### src/rtl/eccFlipPkg.sv
package eccFlipPkg;
  localparam int LANES = 8;
  localparam int LANE_BITS = 8;
  localparam int DATA_W = LANES * LANE_BITS;

  typedef struct packed {
    logic             load;
    logic             flipEn;
    logic [LANES-1:0] mask;
  } strobe_t;
endpackage

### src/rtl/eccFlipCtrl.sv
module eccFlipCtrl
  import eccFlipPkg::*;
(
  input  logic             clk,
  input  logic             rstN,
  input  logic             cfgWe,
  input  logic [LANES-1:0] cfgMask,
  input  logic             cfgEnable,
  input  logic             inValid,
  input  logic             outReady,
  output logic             inReady,
  output logic             outValid,
  output logic [LANES-1:0] maskNow,
  output logic             enNow,
  output strobe_t          strb
);
  logic validQ;

  assign inReady  = !validQ || outReady;
  assign outValid = validQ;
  assign strb.load   = inValid && inReady;
  assign strb.flipEn = enNow;
  assign strb.mask   = maskNow;

  always_ff @(posedge clk or negedge rstN) begin
    if (!rstN) begin
      validQ <= 1'b0;
    end else if (strb.load) begin
      validQ <= 1'b1;
    end else if (outReady) begin
      validQ <= 1'b0;
    end
  end

  always_ff @(posedge clk or negedge rstN) begin
    if (!rstN) begin
      maskNow <= '0;
      enNow   <= 1'b0;
    end else if (cfgWe) begin
      maskNow <= cfgMask;
      enNow   <= cfgEnable;
    end
  end
endmodule

### src/rtl/eccFlipPath.sv
module eccFlipPath
  import eccFlipPkg::*;
(
  input  logic              clk,
  input  logic              rstN,
  input  strobe_t           strb,
  input  logic [DATA_W-1:0] inData,
  input  logic [LANES-1:0]  inCheck,
  output logic [DATA_W-1:0] outData,
  output logic [LANES-1:0]  outCheck
);
  logic [LANES-1:0] flipped;

  for (genvar k = 0; k < LANES; k++) begin : g_lane
    assign flipped[k] = inCheck[k] ^ (strb.flipEn & strb.mask[k]);
  end

  always_ff @(posedge clk or negedge rstN) begin
    if (!rstN) begin
      outData  <= '0;
      outCheck <= '0;
    end else if (strb.load) begin
      outData  <= inData;
      outCheck <= flipped;
    end
  end
endmodule

### src/rtl/eccFlipStage.sv
module eccFlipStage
  import eccFlipPkg::*;
(
  input  logic              clk,
  input  logic              rstN,
  input  logic              cfgWe,
  input  logic [LANES-1:0]  cfgMask,
  input  logic              cfgEnable,
  input  logic              inValid,
  output logic              inReady,
  input  logic [DATA_W-1:0] inData,
  input  logic [LANES-1:0]  inCheck,
  output logic              outValid,
  input  logic              outReady,
  output logic [DATA_W-1:0] outData,
  output logic [LANES-1:0]  outCheck
);
  strobe_t          strb;
  logic [LANES-1:0] maskNow;
  logic             enNow;

  eccFlipCtrl ctrl_i (
    .clk(clk), .rstN(rstN), .cfgWe(cfgWe), .cfgMask(cfgMask),
    .cfgEnable(cfgEnable), .inValid(inValid), .outReady(outReady),
    .inReady(inReady), .outValid(outValid), .maskNow(maskNow),
    .enNow(enNow), .strb(strb)
  );

  eccFlipPath path_i (
    .clk(clk), .rstN(rstN), .strb(strb), .inData(inData),
    .inCheck(inCheck), .outData(outData), .outCheck(outCheck)
  );
endmodule

### config.mk
export PLATFORM = sky130hd
export DESIGN_NAME = eccFlipStage
export DESIGN_NICKNAME = d
export VERILOG_FILES = /design/src/rtl/eccFlipPkg.sv /design/src/rtl/eccFlipCtrl.sv /design/src/rtl/eccFlipPath.sv /design/src/rtl/eccFlipStage.sv
export SDC_FILE = /design/constraint.sdc
export NUM_CORES = 1
export LEC_CHECK = 0
export ABC_CLOCK_PERIOD_IN_PS = 2200
export BUFFER_PORTS_ARGS = -buffer_cell sky130_fd_sc_hd__buf_2
export CORE_MARGIN = 10
export CORE_UTILIZATION = 50
export CTS_CLUSTER_DIAMETER = 30
export CTS_CLUSTER_SIZE = 30
export DETAILED_ROUTE_END_ITERATION = 8
export GPL_TIMING_DRIVEN = 0
export PLACE_DENSITY = 0.91
export SLEW_MARGIN = 20
export SYNTH_ARGS = -nofsm -noshare
export SYNTH_HDL_FRONTEND = slang
export SYNTH_SLANG_ARGS = --single-unit
### constraint.sdc
create_clock -name clk -period 2.2 [get_ports clk]
set_clock_uncertainty 0.2 [all_clocks]
set_input_delay 0.11 -clock clk [delete_from_list [all_inputs] [get_ports clk]]
set_output_delay 0.11 -clock clk [all_outputs]
set_load 0.1 [all_outputs]
; Word level (Yosys, flattened, before mapping)
; Index checks and enable logic that the tools add are counted.
; Widths: inputs -> output; s select.
[classes]
mux = 2
bitwise_logic = 16
reduce_logical = 4
[op_table]
columns = operator, count
row1 = $and 1x1->1, 8
row2 = $xor 1x1->1, 8
row3 = $mux 1, 2
row4 = $reduce_bool 2->1, 1
row5 = $logic_and 1x1->1, 1
row6 = $logic_not 1->1, 1
row7 = $logic_or 1x1->1, 1
[totals]
output_inout_bits = 74
elab_cells = 27
reg_bits = 82
input_bits = 86

; Logic depth before layout (Yosys ltp)
[depth]
ltp_word = 4
depth_mapped = 5
ltp_nobuf = 3

; Hierarchy
; Synthesis repeated with hierarchy kept, for this count alone.
[unflattened]
hier_cells = 211
hier_area_um2 = 3638.5
[modules_own_cells]
columns = module, cells_per_inst, seq_area_each_um2, area_each_um2, n_inst
row1 = eccFlipPath, 179, 1801.7, 3155.5, 1
row2 = eccFlipCtrl, 32, 250.2, 483.0, 1

; Worst setup path before layout
; No wires, ideal clock.
[synth_timing]
path_kind = flip-flop to flip-flop
startpoint = reg ctrl_i.validQ, in the netlist ctrl_i.outValid
endpoint = reg path_i.outCheck[0]
synth_period_minus_slack_ns = 2.555
required_time_ns = 1.920
arrival_time_ns = 2.275
setup_ns = 0.080
n_path_buf = 1
setup_slack_ns = -0.355
path_stages_with_launch = 5
path_cell_list = dfrtp_1 > nand2b_4 > clkbuf_1 > a21oi_1 > a21oi_1
[synth_via]
elab_chain_len = 3
[synth_rtl]
columns = item, line
row1 = "start, declared", eccFlipCtrl.sv:17  ; logic validQ;
row2 = "start signal, assigned", eccFlipCtrl.sv:27  ; validQ <= 1'b0;
row3 = "start signal, assigned", eccFlipCtrl.sv:29  ; validQ <= 1'b1;
row4 = "start signal, assigned", eccFlipCtrl.sv:31  ; validQ <= 1'b0;
row5 = $logic_not 1->1, eccFlipCtrl.sv:19  ; assign inReady = !validQ || outReady;
row6 = $logic_or 1x1->1, eccFlipCtrl.sv:19
row7 = via inReady, eccFlipStage.sv:10  ; output logic inReady,
row8 = $logic_and 1x1->1, eccFlipCtrl.sv:21  ; assign strb.load = inValid && inReady;
row9 = "end signal, assigned", eccFlipPath.sv:24  ; outCheck <= flipped;
row10 = "end, declared", eccFlipPath.sv:10  ; output logic [LANES-1:0] outCheck
; The timed path passes the listed nets, and every way through them passes these cells.
; A chain may end at the register's enable or synchronous reset.

; Final worst setup path
[layout_timing]
startpoint = reg ctrl_i.validQ, in the netlist ctrl_i.outValid
endpoint = out inReady
[layout_via]
elab_chain_len = 2
[layout_rtl]
columns = item, line
row1 = $logic_not 1->1, eccFlipCtrl.sv:19
row2 = $logic_or 1x1->1, eccFlipCtrl.sv:19
row3 = "end, declared", eccFlipStage.sv:10
; Every way passes these cells.

==> results.py <==
metrics = {
    "synth": {
        "synth_cells": 202,
        "syn_area_per_cell_um2": 17.3,
        "ys.warnings.count": 0,
        "syn_area_um2": 3480,
        "ys_types": 13,
        "ys_seq_area_frac": 0.589,
        "syn_nets": 288,
        "ys_ff_latch": 82,
    },
    "power_and_ir_drop": {
        "p_switching_uw": 2540,
        "powerDensity_nw_per_um2": 994,
        "power_frac_clock": 0.194,
        "worst_ir_drop_vdd_v": 0.000573,
        "combPwrFrac": 0.463,
        "power_frac_seq": 0.343,
        "p_sw_frac": 0.470,
        "leakage_uw": 0.00270,
        "p_int_uw": 2860,
    },
    "job": {
        "max_cap_viol_count": 0,
    },
    "worst_setup_path": {
        "critical-path-top-delay-family": "buffers and inverters",
        "crit_path_end_kind": "primary output",
        "max_stage_delay_ns": 0.47,
        "startpoint_type": "flop",
        "cp_slowest_cell": "buf_2",
        "cp_num_buf_inv": 2,
        "cp_cell_sequence": "nand2b_4 -> clkbuf_2 -> buf_2",
        "path_class": "flop to primary output",
        "required_ns": 1.89,
        "critical_path.max_fanout": 10,
        "cp.arrival_ns": 1.50,
    },
    "sta": {
        "setup_tns_ns": 0,
        "finalSetupViolCount": 0,
        "fmax_mhz": 554,
        "tightest_slew_ns": 0.549,
        "fin_crit_ns": 1.81,
        "rsz0062_at_grt": "no",
        "fin_crit_sh": 0.821,
        "hold_violations": 0,
        "maxSlewHeadroom": 0.634,
        "report.final.slew_viol_count": 0,
    },
    "grt": {
        "grtUsageTotal": 0.197,
        "grt_pass1_vias": 2992,
        "grt_max_degree": 45,
        "antenna_found_initial": 0,
        "grt_pass1_wl_mm": 16.1,
        "grt.overflow.total": 0,
    },
    "clocking": {
        "numCtsBuffers": 9,
        "cts_tree": "yes",
        "clk_path_buf_depth": 2,
        "post_cts.repair.setup_buffers": 0,
        "insertion_delay_ns": 0.33,
        "cts_sinks": 82,
        "clkTransAtPathRegs_ns": 0.07,
        "cts_resized": 0,
        "h-tree-depth": 3,
        "cts_root_buf": "clkbuf_8",
        "cts_hold_buf": 83,
    },
    "floorplanning": {
        "row_count": 30,
        "coreArea_um2": 6790,
        "fp.dieW_um": 103,
        "die_h_um": 103,
        "dieArea_um2": 10700,
        "initial_core_util": 0.513,
        "pin_count": 160,
    },
    "place": {
        "placed_cells": 456,
        "gp_congestion": 0.733,
        "portBuffers": 157,
        "dp_hpwl_mm": 6.64,
    },
    "route": {
        "remaining_drc_errors": 0,
        "vias": 2605,
        "avgRoutedWirePerCell_um": 18.7,
        "drt-pass1-iter-count": 4,
        "drt_iter0_markers": 88,
        "vias_per_cell": 4.70,
        "ant_nets": 0,
        "totalWireLength_mm": 10.4,
    },
    "final_layout": {
        "final_core_util": 0.799,
        "layout_commonest_cell": "buf_2",
        "antennaDiodeCount": 0,
        "layout.cells.non_filler": 554,
        "fin_nets": 540,
        "drive_gt1_frac": 0.559,
        "final_cell_mix": "buf_2, dlygate4sd3_1, dfrtp_1, mux2_4, a21oi_1",
        "area_growth_pct": 55.8,
    },
    "outcome": {
        "status": "completed",
    },
    "hold_path": {
        "hold_path.class": "input pin to flop",
    },
}
tightest hold or removal path: cells and delay by family:
family                 cells  cell delay, ns
buffers and inverters      2            0.28
and+or+nand+nor            2            0.19
per-layer routing:
| layer | global-route usage | wire length (µm) | vias to the layer above |
|---|---|---|---|
| li1 | - | - | 1202 |
| met1 | 0.201 | 3610 | 1286 |
| met2 | 0.367 | 5670 | 101 |
| met3 | 0.0645 | 903 | 16 |
| met4 | 0.0674 | 171 | 0 |
| met5 | 0 | 0 | - |
state kept, by name, summed over array words and instances, names as in the netlist:
register	flops
path_i.outData	64
ctrl_i.maskNow	8
path_i.outCheck	8
ctrl_i.enNow	1
ctrl_i.outValid	1
cell type report:
class / instances / area (µm²)
plain buffers: 12 / 170
clock buffers: 11 / 131
clock inverters: 4 / 53.8
fillers: 364 / 1360
multi-input cells: 108 / 1260
flip-flops and latches: 82 / 2050
well taps: 96 / 120
repair buffers: 241 / 1640
cells in the mapped netlist, drive strengths merged:
cell type	count	area, µm²
buf	9	158
dfrtp	82	2050
nand2b	2	20.0
mux2	73	1050
clkbuf	3	11.3
a21oi	16	80.1
and2	1	8.76
xor2	8	70.1
nand2	8	30.0
path summary, 6_finish.rpt:
path	start	to	slack (ns)	depth (start not counted)
max	ctrl_i.outValid$_DFFE_PN0P_	inReady	0.39	3
min	outReady	ctrl_i.outValid$_DFFE_PN0P_	0.09	4
max reg2reg	ctrl_i.outValid$_DFFE_PN0P_	path_i.outData[7]$_DFFE_PN0P_	0.61	5
min reg2reg	path_i.outData[10]$_DFFE_PN0P_	path_i.outData[10]$_DFFE_PN0P_	0.31	1
max in group asynchronous	rstN	ctrl_i.enNow$_DFFE_PN0P_	1.09	3
min in group asynchronous	rstN	path_i.outData[36]$_DFFE_PN0P_	0.10	2
through the flow:
step	hold slack [ns]	setup slack [ns]	instance area, µm²	power [µW]
after floorplan	-0.386	0.112	3490	3800
after global placement	0.141	0.312	4390	4200
after detailed placement	-0.0667	0.599	4410	4240
after CTS	0.0727	0.374	5430	5410
after global routing	0.112	0.313	5430	5580
final	0.0876	0.394	5430	5400
cells by family after synthesis:
logic type,share of synthesized area
AOI/OAI and AO/OA,0.0230
buffers and inverters,0.0485
muxes,0.303
xor gates and xnor gates,0.0201
and+or+nand+nor,0.0169
DFF,0.589
power groups by stage:
stage                     clock, µW  combinational (µW)  sequential (µW)
after floorplan                   0                 443             3360
after global placement            0                2350             1850
after detailed placement          0                2370             1870
after CTS                      1070                2490             1840
after global routing           1130                2570             1880
final                          1050                2500             1850
No activity file was read; power rests on OpenSTA's default activity.
